File: config.mk
export PLATFORM = sky130hd
export DESIGN_NAME = mdm_ctl_slice
export DESIGN_NICKNAME = d
export VERILOG_FILES = /design/src/rtl/mdm_pkg.sv /design/src/rtl/mdm_sync.sv /design/src/rtl/mdm_host_if.sv /design/src/rtl/mdm_status.sv /design/src/rtl/mdm_ctl_slice.sv
export SDC_FILE = /design/constraint.sdc
export NUM_CORES = 1
export LEC_CHECK = 0
export ABC_AREA = 1
export BUFFER_PORTS_ARGS = -buffer_cell sky130_fd_sc_hd__buf_2
export CORE_UTILIZATION = 49
export CTS_BUF_LIST = sky130_fd_sc_hd__clkbuf_4 sky130_fd_sc_hd__clkbuf_8 sky130_fd_sc_hd__clkbuf_16
export CTS_CLUSTER_DIAMETER = 200
export CTS_CLUSTER_SIZE = 14
export DETAILED_ROUTE_END_ITERATION = 8
export PLACE_DENSITY = 0.7
export SYNTH_ARGS = -nofsm -noshare
export SYNTH_HDL_FRONTEND = slang
export SYNTH_SLANG_ARGS = --single-unit
File: constraint.sdc
create_clock -name clk -period 0.9 [get_ports clk]
set_input_delay 0.045 -clock clk [delete_from_list [all_inputs] [get_ports clk]]
set_output_delay 0.045 -clock clk [all_outputs]
set_load 0.05 [all_outputs]
File: src/rtl/mdm_pkg.sv
package mdm_pkg;
  localparam int DATA_W  = 8;
  localparam int ADDR_W  = 3;
  localparam int MCR_W   = 5;
  localparam int N_MODEM = 3;

  localparam logic [ADDR_W-1:0] A_MCTL = 3'd4;
  localparam logic [ADDR_W-1:0] A_MSTS = 3'd6;
  localparam logic [ADDR_W-1:0] A_FEAT = 3'd7;

  localparam int B_DTR    = 0;
  localparam int B_IRQEN  = 3;
  localparam int B_AUTOCT = 7;

  // modem input index into synchronized vector
  localparam int M_CTS = 0;
  localparam int M_DSR = 1;
  localparam int M_CD  = 2;

  typedef struct packed {
    logic              cs_n;
    logic              rd_n;
    logic              wr_n;
    logic [ADDR_W-1:0] addr;
    logic [DATA_W-1:0] data;
  } host_smp_t;
endpackage

File: src/rtl/mdm_sync.sv
module mdm_sync #(
  parameter int WIDTH  = 3,
  parameter int STAGES = 2,
  parameter logic RST_VAL = 1'b1
) (
  input  logic             clk,
  input  logic             rst,
  input  logic [WIDTH-1:0] d,
  output logic [WIDTH-1:0] q
);
  logic [WIDTH-1:0] chain [STAGES];

  generate
    for (genvar s = 0; s < STAGES; s++) begin : g_stage
      if (s == 0) begin : g_first
        always_ff @(posedge clk) begin
          if (rst) chain[0] <= {WIDTH{RST_VAL}};
          else     chain[0] <= d;
        end
      end else begin : g_next
        always_ff @(posedge clk) begin
          if (rst) chain[s] <= {WIDTH{RST_VAL}};
          else     chain[s] <= chain[s-1];
        end
      end
    end
  endgenerate

  assign q = chain[STAGES-1];
endmodule

File: src/rtl/mdm_host_if.sv
module mdm_host_if
  import mdm_pkg::*;
(
  input  logic              clk,
  input  logic              rst,
  input  logic              cs_n,
  input  logic [ADDR_W-1:0] addr,
  input  logic              rd_n,
  input  logic              wr_n,
  input  logic [DATA_W-1:0] wdata,
  output logic              wr_fire,
  output logic [ADDR_W-1:0] wr_addr,
  output logic [DATA_W-1:0] wr_data,
  output logic              rd_fire,
  output logic [ADDR_W-1:0] rd_addr,
  output logic              rdata_oe
);
  localparam host_smp_t IDLE = '{cs_n: 1'b1, rd_n: 1'b1, wr_n: 1'b1,
                                 addr: '0, data: '0};

  host_smp_t s1, s2;
  logic      oe_q;

  always_ff @(posedge clk) begin
    if (rst) begin
      s1   <= IDLE;
      s2   <= IDLE;
      oe_q <= 1'b0;
    end else begin
      s1   <= '{cs_n: cs_n, rd_n: rd_n, wr_n: wr_n, addr: addr, data: wdata};
      s2   <= s1;
      oe_q <= ~cs_n & ~rd_n;
    end
  end

  // write commits at the trailing (rising) strobe edge using the values
  // held while the strobe was still low
  assign wr_fire  = ~s2.wr_n & s1.wr_n & ~s2.cs_n;
  assign wr_addr  = s2.addr;
  assign wr_data  = s2.data;
  // read captures at the leading (falling) strobe edge
  assign rd_fire  = ~s1.rd_n & s2.rd_n & ~s1.cs_n;
  assign rd_addr  = s1.addr;
  assign rdata_oe = oe_q;

  a_r9_oe_needs_strobe: assert property (@(posedge clk) disable iff (rst)
    rdata_oe |-> (~s1.rd_n & ~s1.cs_n));
  a_r8_write_needs_select: assert property (@(posedge clk) disable iff (rst)
    wr_fire |-> $past(~cs_n));
endmodule

File: src/rtl/mdm_status.sv
module mdm_status
  import mdm_pkg::*;
(
  input  logic               clk,
  input  logic               rst,
  input  logic [N_MODEM-1:0] lvl_n,
  input  logic               rd_clr,
  output logic [DATA_W-1:0]  msts
);
  logic [N_MODEM-1:0] prev_n;
  logic [N_MODEM-1:0] delta;
  logic [N_MODEM-1:0] change;

  assign change = lvl_n ^ prev_n;

  always_ff @(posedge clk) begin
    if (rst) begin
      prev_n <= '1;
      delta  <= '0;
    end else begin
      prev_n <= lvl_n;
      for (int i = 0; i < N_MODEM; i++) begin
        if (change[i])   delta[i] <= 1'b1;
        else if (rd_clr) delta[i] <= 1'b0;
      end
    end
  end

  always_comb begin
    msts    = '0;
    msts[0] = delta[M_CTS];
    msts[1] = delta[M_DSR];
    msts[3] = delta[M_CD];
    msts[4] = ~lvl_n[M_CTS];
    msts[5] = ~lvl_n[M_DSR];
    msts[7] = ~lvl_n[M_CD];
  end

  a_r5_delta_from_change: assert property (@(posedge clk) disable iff (rst)
    $rose(delta[M_CTS]) |-> $past(change[M_CTS]));
  a_r5_clear_on_read: assert property (@(posedge clk) disable iff (rst)
    ($past(rd_clr) && !$past(change[M_DSR])) |-> !delta[M_DSR]);
endmodule

File: src/rtl/mdm_ctl_slice.sv
module mdm_ctl_slice
  import mdm_pkg::*;
#(
  parameter int SYNC_STAGES = 2
) (
  input  logic              clk,
  input  logic              rst,
  input  logic              cs_n,
  input  logic [ADDR_W-1:0] addr,
  input  logic              rd_n,
  input  logic              wr_n,
  input  logic [DATA_W-1:0] wdata,
  output logic [DATA_W-1:0] rdata,
  output logic              rdata_oe,
  input  logic              cts_n,
  input  logic              dsr_n,
  input  logic              cd_n,
  input  logic              irq_req,
  output logic              dtr_n,
  output logic              op_n,
  output logic              int_o,
  output logic              int_oe,
  output logic              tx_permit
);
  logic              wr_fire, rd_fire;
  logic [ADDR_W-1:0] wr_addr, rd_addr;
  logic [DATA_W-1:0] wr_data;
  logic [N_MODEM-1:0] lvl_n;
  logic [DATA_W-1:0] msts;
  logic [MCR_W-1:0]  mctl;
  logic [DATA_W-1:0] feat;
  logic              msts_rd;

  mdm_host_if u_host (
    .clk, .rst, .cs_n, .addr, .rd_n, .wr_n, .wdata,
    .wr_fire, .wr_addr, .wr_data, .rd_fire, .rd_addr, .rdata_oe
  );

  mdm_sync #(.WIDTH(N_MODEM), .STAGES(SYNC_STAGES), .RST_VAL(1'b1)) u_sync (
    .clk, .rst, .d({cd_n, dsr_n, cts_n}), .q(lvl_n)
  );

  assign msts_rd = rd_fire && (rd_addr == A_MSTS);

  mdm_status u_sts (
    .clk, .rst, .lvl_n, .rd_clr(msts_rd), .msts
  );

  // register file
  always_ff @(posedge clk) begin
    if (rst) begin
      mctl <= '0;
      feat <= '0;
    end else if (wr_fire) begin
      if (wr_addr == A_MCTL) mctl <= wr_data[MCR_W-1:0];
      if (wr_addr == A_FEAT) feat <= wr_data;
    end
  end

  // read capture
  always_ff @(posedge clk) begin
    if (rst) begin
      rdata <= '0;
    end else if (rd_fire) begin
      unique case (rd_addr)
        A_MCTL:  rdata <= DATA_W'(mctl);
        A_MSTS:  rdata <= msts;
        A_FEAT:  rdata <= feat;
        default: rdata <= '0;
      endcase
    end
  end

  // pin drivers
  always_ff @(posedge clk) begin
    if (rst) begin
      dtr_n     <= 1'b1;
      op_n      <= 1'b1;
      int_oe    <= 1'b0;
      int_o     <= 1'b0;
      tx_permit <= 1'b1;
    end else begin
      dtr_n     <= ~mctl[B_DTR];
      op_n      <= ~mctl[B_IRQEN];
      int_oe    <= mctl[B_IRQEN];
      int_o     <= mctl[B_IRQEN] & irq_req;
      tx_permit <= ~(feat[B_AUTOCT] & lvl_n[M_CTS]);
    end
  end

  a_r3_hiz_quiet: assert property (@(posedge clk) disable iff (rst)
    !int_oe |-> !int_o);
  a_r3_op_opposite: assert property (@(posedge clk) disable iff (rst)
    op_n != int_oe);
  a_r6_no_flow_permits: assert property (@(posedge clk) disable iff (rst)
    !feat[B_AUTOCT] |=> tx_permit);
  a_r8_reg_change_needs_write: assert property (@(posedge clk) disable iff (rst)
    !$stable(mctl) |-> $past(wr_fire));
endmodule

==> impl_metrics.json, run 1 <==
{
  "run_status": "finished, violations left",
  "floorplan.rows": 24,
  "internal-power_uw": 4820,
  "finalPower_uw": 6150,
  "most-common-layout-cells": "nor2_1 (52), dfxtp_1 (48), nand2_1 (30), inv_1 (28)",
  "avgRoutedWirePerCell_um": 12.0,
  "finalCritPeriodShare_pct": 123,
  "maximum_number_of_pins_on_one_net_before_global_route_repair": 17,
  "detailedRoute.firstPassIterationCount": 5,
  "tritoncts.num_buffers": 9,
  "pwr-share-clk_pct": 42.8,
  "postRouteAntennaNets": 0,
  "worst_r2r_startpoint": "u_host.rd_addr[0]$_SDFF_PP0_",
  "tightest_slew_ps": 210,
  "postSynth.topFlopCell": "dfxtp_1",
  "drtIter0Drc": 58,
  "worst_ep_required_time_ps": 1160,
  "clock_sinks": 67,
  "hold_slack_ps": 39.5,
  "total_switching_power_uw": 1330,
  "r2r-end": "rdata[7]$_SDFFE_PP0P_",
  "worstSetupPathType": "register to register",
  "drt_drc": 0,
  "worstRegToRegCells": 6,
  "die-height_um": 69.5,
  "combPwrFrac_pct": 6.6,
  "synth.distinct_cells": 21,
  "final-hold-violation-count": 0,
  "final_layout_size_suffix_gt1_share_pct": 39.7,
  "cts.path.max_buffers": 2,
  "report.final.slew_viol_count": 0,
  "detail_route.vias_per_cell": 4.68,
  "syn_avg_cell_area_um2": 8.49,
  "synth.yosys.seq_area_share_pct": 60.1,
  "seq_power_share_pct": 50.6,
  "placedCellCount": 356,
  "num_vias": 1856,
  "clk_transition_reported_paths_ps": 70,
  "wirelength_um": 4760,
  "grt_overflow_total": 0,
  "grt_util_all_layers_pct": 20.7,
  "yosysWarnings": 0,
  "reg2reg_slack_ps": -210,
  "worst_ep_arrival_time_ps": 1370,
  "vias_in_the_first_global_route": 1709,
  "async_flop_share_pct": 0,
  "synth-edff-count": 0,
  "cts.root.buffer_cell": "clkbuf_8",
  "slew_headroom_pct": 85.9,
  "synth_area_um2": 2230,
  "postSynthNetCount": 283,
  "effective_utilization_at_floorplan_pct": 51.3,
  "stdcell_count": 397,
  "placement.io_buffers": 33,
  "worstHoldPathCells": 2,
  "clock_tree_from_tritoncts": "built",
  "area_delta_synth_final_pct": 46.8,
  "netSwitchingFraction_pct": 21.6,
  "violations": "negative setup slack",
  "cpPeakStageDelay_ps": 420,
  "core_region_area_um2": 4350,
  "finish.net_count": 360,
  "path_common_cell": "nand2_1",
  "worst_hold_path.endpoint": "u_sync.chain[0][2]$_SDFF_PP1_",
  "finalSetupTns_ps": -2240,
  "rsz0062_at_grt": "true",
  "worst_hold_startpoint": "rst",
  "worst_clock_skew_ps": 5.81,
  "antenna_cells_inserted": 0,
  "timing.final.ws_setup_ps": -207,
  "finalSetupViolCount": 24,
  "insertion_delay_ps": 340,
  "synth_cells": 263,
  "pd_cells_nw_per_um2": 1880,
  "worstPathBufferInverterCount": 1,
  "cp_top_family": "flip-flops",
  "met2_wirelength_um": 2420,
  "synth_area_leaders": "dfxtp_1 (60%), nor2_1 (8.9%), nand2_1 (6.4%)",
  "timing.critical_path.to_type": "register",
  "die_x_um": 69.5,
  "slowest_stage": "dfxtp_4",
  "max-cap-violations": 0,
  "die_area_um2": 4830,
  "grt_pass1_wl_um": 7600,
  "io-pin-count": 34,
  "final.fill_count": 328,
  "final_common_cell": "nor2_1",
  "final.min_clock_period_ps": 1110,
  "synth.top_cell.area_share_pct": 60.1,
  "route.layer.met1.wl_um": 2040,
  "vdd_drop_max_mv": 1.56,
  "yosys_register_bits": 67,
  "achievable-frequency_ghz": 0.903,
  "met3RoutedLength_um": 226,
  "highest_metal_layer_with_signal_wires": "met4",
  "dp.final_hpwl_um": 2880,
  "worstPathMaxFanout": 5,
  "antenna_found_initial": 0,
  "power.leakage_uw": 0.00149,
  "htree_num_levels": 3,
  "yosysTopAreaCell": "dfxtp_1",
  "cp-start-kind": "register",
  "globalplace.congestion": 0.776,
  "timing.hold.worst.class": "input port to register",
  "worstPathCellList": "inv_4 > nor2_4 > nand2_1 > nand2_1 > nand2_1 > a21oi_2"
}
==> how the worst max path moves through the flow <==
| stage | from | endpoint | slack, ps | cells after the start |
|---|---|---|---|---|
| floorplan | u_host.s2[11]$_SDFF_PP1_ | mctl[3]$_SDFFE_PP0P_ | -30 | 5 |
| global placement | u_host.rd_addr[1]$_SDFF_PP0_ | rdata[4]$_SDFFE_PP0P_ | -150 | 6 |
| detailed placement | u_host.rd_addr[1]$_SDFF_PP0_ | rdata[4]$_SDFFE_PP0P_ | -170 | 6 |
| CTS | u_host.s2[11]$_SDFF_PP1_ | feat[5]$_SDFFE_PP0P_ | -130 | 4 |
| global route | u_host.rd_addr[0]$_SDFF_PP0_ | rdata[7]$_SDFFE_PP0P_ | -230 | 6 |
| finish | u_host.rd_addr[0]$_SDFF_PP0_ | rdata[7]$_SDFFE_PP0P_ | -210 | 6 |
==> cell families (layout without fill, tap and decap cells) <==
family	Yosys count	in the layout	share of synthesized area [%]
xor gates and xnor gates	3	3	1.18
DFF	67	67	60.1
and+or+nand+nor	124	124	24.5
buffers and inverters	44	126	7.96
AOI/OAI and AO/OA	25	25	6.28
==> Yosys cell counts, types with 7 or more instances <==
cell      n
or2_2     9
a21oi_1   7
o21ai_0  14
nor2_1   53
nand4_1   7
inv_1    31
dfxtp_1  67
nand3_1  10
nand2_1  38
==> layout make-up <==
cell class                 count  area, µm²  area share [%]
inverter                      35        139            4.24
sequential                    67       1370            41.9
timing repair inverter         1       7.51           0.229
clock buffer                  13        173            5.27
multi-input combinational    152        826            25.2
timing repair buffer          74        648            19.8
tap                           52       65.1            1.99
clock inverter                 3       46.3            1.41
==> metal layers <==
metal	track usage [%]	vias to the layer above
li1	-	963
met1	22.6	834
met2	35.2	51
met3	8.72	8
met4	8.84	0
met5	0	-
==> flip-flops by register name (all words and copies together) (netlist names), 5 cells and up <==
signal / flops
u_host.wr_data: 8
mctl: 5
u_sync.chain: 6
feat: 8
rdata: 8
u_host.s1: 11
==> power groups by stage <==
stage	logic, µW	registers (µW)	clock network (µW)
finish	408	3110	2630
global route	449	3120	2830
CTS	389	3110	2690
detailed placement	297	3170	0
global placement	291	3170	0
floorplan	171	3170	0
==> stage by stage <==
stage | cell area (µm²) | util (%) | worst slack [ps]
global route | 3280 | 75.3 | -229
detailed placement | 2610 | 60.0 | -168
global placement | 2610 | 60.0 | -150
CTS | 3190 | 73.3 | -128
floorplan | 2280 | - | -25.1
finish | 3280 | 75.3 | -207
==> what timing repair did <==
item / CTS / global route
hold endpoints to repair: 20 / 0
resized for setup: 52 / 27
hold buffers: 19 / 0
setup endpoints to repair: 38 / 36
pin swaps: 7 / 8
gates cloned: 1 / 0
setup buffers: 3 / 2
Power figures use the tool's default switching activity.
==> run 2, diff against run 1 <==
ABC_AREA = unset   (was 1)
==> run 2 against run 1 <==
The flow still finishes with violations (negative setup slack). Via count shrank 3.4%. Non-clock buffer count is the same. Die area grew 0.53%. Area after synthesis grew 0.56%. Critical path type unchanged. Utilization grew 3.7 points.
==> impl_metrics.json, run 2 <==
{
  "worst_ep_required_time_ps": 1150,
  "avgRoutedWirePerCell_um": 13.9,
  "effective_utilization_at_floorplan_pct": 51.2,
  "slew_headroom_pct": 71.8,
  "die_area_um2": 4860,
  "synth_cells": 219,
  "finalPower_uw": 6030,
  "antenna_found_initial": 0,
  "final_common_cell": "dfxtp_1",
  "worst_ep_arrival_time_ps": 1460,
  "run_status": "finished, violations left",
  "clock_tree_from_tritoncts": "built",
  "internal-power_uw": 4770,
  "grt_pass1_wl_um": 7710,
  "cpPeakStageDelay_ps": 450,
  "tritoncts.num_buffers": 9,
  "final.min_clock_period_ps": 1220,
  "violations": "negative setup slack",
  "final-hold-violation-count": 0,
  "maximum_number_of_pins_on_one_net_before_global_route_repair": 40,
  "tightest_slew_ps": 422,
  "cts.path.max_buffers": 2,
  "most-common-layout-cells": "dfxtp_1 (51), nor2b_1 (23), buf_2 (19), dlygate4sd3_1 (18), buf_6 (18)",
  "core_region_area_um2": 4380,
  "placement.io_buffers": 33,
  "synth.distinct_cells": 29,
  "area_delta_synth_final_pct": 54.2,
  "finalSetupViolCount": 24,
  "syn_avg_cell_area_um2": 10.2,
  "grt_util_all_layers_pct": 21.2,
  "synth.cells.most_frequent": "dfxtp_1 (67), nor2b_1 (23), a21oi_1 (20)",
  "grt_overflow_total": 0,
  "synth_area_um2": 2240,
  "io-pin-count": 34,
  "fin_area_um2": 3460,
  "synthMostInstantiatedCell": "dfxtp_1",
  "pwr-share-clk_pct": 41.5,
  "combPwrFrac_pct": 7.0,
  "timing.critical_path.to_type": "register",
  "finish.net_count": 313,
  "worstPathMaxFanout": 4,
  "clk_transition_reported_paths_ps": 70,
  "yosysWarnings": 0,
  "layout.core_utilization_pct": 78.9,
  "slowest_stage": "or3b_4",
  "antenna_cells_inserted": 0,
  "final_layout_size_suffix_gt1_share_pct": 52.5,
  "detailedRoute.firstPassIterationCount": 4,
  "clock_sinks": 67,
  "die-height_um": 69.7,
  "worstPathCellList": "nand4bb_4 > or3b_4 > o32ai_2",
  "timing.hold.worst.class": "input port to register",
  "cts.root.buffer_cell": "clkbuf_8",
  "max-cap-violations": 0,
  "postSynthNetCount": 239,
  "yosysTopAreaCell": "dfxtp_1",
  "cp-start-kind": "register",
  "largest_register_ffs": 11,
  "reg2reg_slack_ps": -320,
  "report.final.slew_viol_count": 0,
  "synth-edff-count": 0,
  "worst_clock_skew_ps": 7.07,
  "total_switching_power_uw": 1260,
  "detailed_place.area_um2": 2650,
  "drt_drc": 0,
  "rsz0062_at_grt": "true",
  "achievable-frequency_ghz": 0.821,
  "insertion_delay_ps": 340,
  "synth.yosys.seq_area_share_pct": 59.8,
  "pd_cells_nw_per_um2": 1740,
  "seq_power_share_pct": 51.4,
  "postRouteAntennaNets": 0,
  "detail_route.vias_per_cell": 5.14,
  "yosys_register_bits": 67,
  "vias_in_the_first_global_route": 1691,
  "vdd_drop_max_mv": 1.20,
  "floorplan.rows": 24,
  "num_vias": 1793,
  "die_x_um": 69.7,
  "synth.top_cell.area_share_pct": 59.8,
  "power.leakage_uw": 0.00130,
  "postSynth.topFlopCell": "dfxtp_1",
  "finalCritPeriodShare_pct": 135,
  "timing.final.ws_setup_ps": -318,
  "async_flop_share_pct": 0,
  "max_flop_register": "u_host.s1",
  "htree_num_levels": 3,
  "wirelength_um": 4860,
  "synth_area_leaders": "dfxtp_1 (60%), nor2b_1 (6.4%), a21oi_1 (4.5%)",
  "worstSetupPathType": "register to register",
  "dp.final_hpwl_um": 2580,
  "netSwitchingFraction_pct": 21.0,
  "drtIter0Drc": 102,
  "globalplace.congestion": 0.755
}
[run 2: critical path, delay by kind of cell (launching register included)]
kind             cells  cell delay, ps
AO/OA/AOI/OAI        1              90
flip-flops           1             340
AND/OR/NAND/NOR      2             690
[run 2: cell families after synthesis]
kind of cell              count (synthesis)  share of synthesized area [%]
muxes                                     3                           1.50
buffers and inverters                    17                           2.95
and+or+nand+nor                          82                           22.5
xor gates and xnor gates                  3                           1.17
DFF                                      67                           59.8
AOI/OAI and AO/OA                        47                           12.2
[run 2: worst paths after layout]
path,from,to,cells past startpoint
hold reg to reg,u_sync.chain[0][1]$_SDFF_PP1_,u_sync.chain[1][1]$_SDFF_PP1_,1
setup / recovery,u_host.s1[13]$_SDFF_PP1_,rdata[0]$_SDFFE_PP0P_,3
hold / removal,rst,rdata[7]$_SDFFE_PP0P_,3
setup reg to reg,u_host.s1[13]$_SDFF_PP1_,rdata[0]$_SDFFE_PP0P_,3
[run 2: stage by stage]
| stage | setup TNS (ps) | std cells | setup slack (ps) | hold slack, ps |
|---|---|---|---|---|
| 6_report | -5820 | 349 | -318 | 119 |
| 5_1_grt | -6900 | 349 | -368 | 130 |
| 4_1_cts | -5300 | 348 | -300 | 101 |
| 3_5_place_dp | -4520 | 305 | -346 | 218 |
| 3_3_place_gp | -3980 | 305 | -321 | 213 |
| 2_1_floorplan | -3000 | 219 | -224 | 117 |
[run 2: timing repair]
item,CTS,global route
pin swaps,9,18
endpoints found under the setup margin,38,33
gates resized for setup,57,41
buffers inserted,8,3
cloned,2,0
hold buffers,18,0
hold endpoints to repair,19,0
[run 2: final cells by class]
cell class | count | area, µm²
timing repair buffer | 74 | 701
sequential | 67 | 1370
multi-input combinational | 136 | 1110
tap | 52 | 65.1
clock inverter | 2 | 35.0
fill | 274 | 923
clock buffer | 13 | 166
inverter | 5 | 18.8
[run 2: routing by layer]
metal	track usage [%]	up-vias	part of all wire, %
li1	-	899	-
met1	26.8	849	47
met2	32.4	36	48
met3	7.41	9	3.2
met4	10.0	0	1.8
met5	0	-	0
[run 2: power by group through the flow]
stage / Clock (µW) / Sequential (µW) / Combinational (µW)
after floorplan: 0 / 3160 / 165
after global placement: 0 / 3160 / 276
after detailed placement: 0 / 3170 / 280
after CTS: 2560 / 3100 / 399
after global routing: 2690 / 3110 / 458
final: 2510 / 3100 / 423
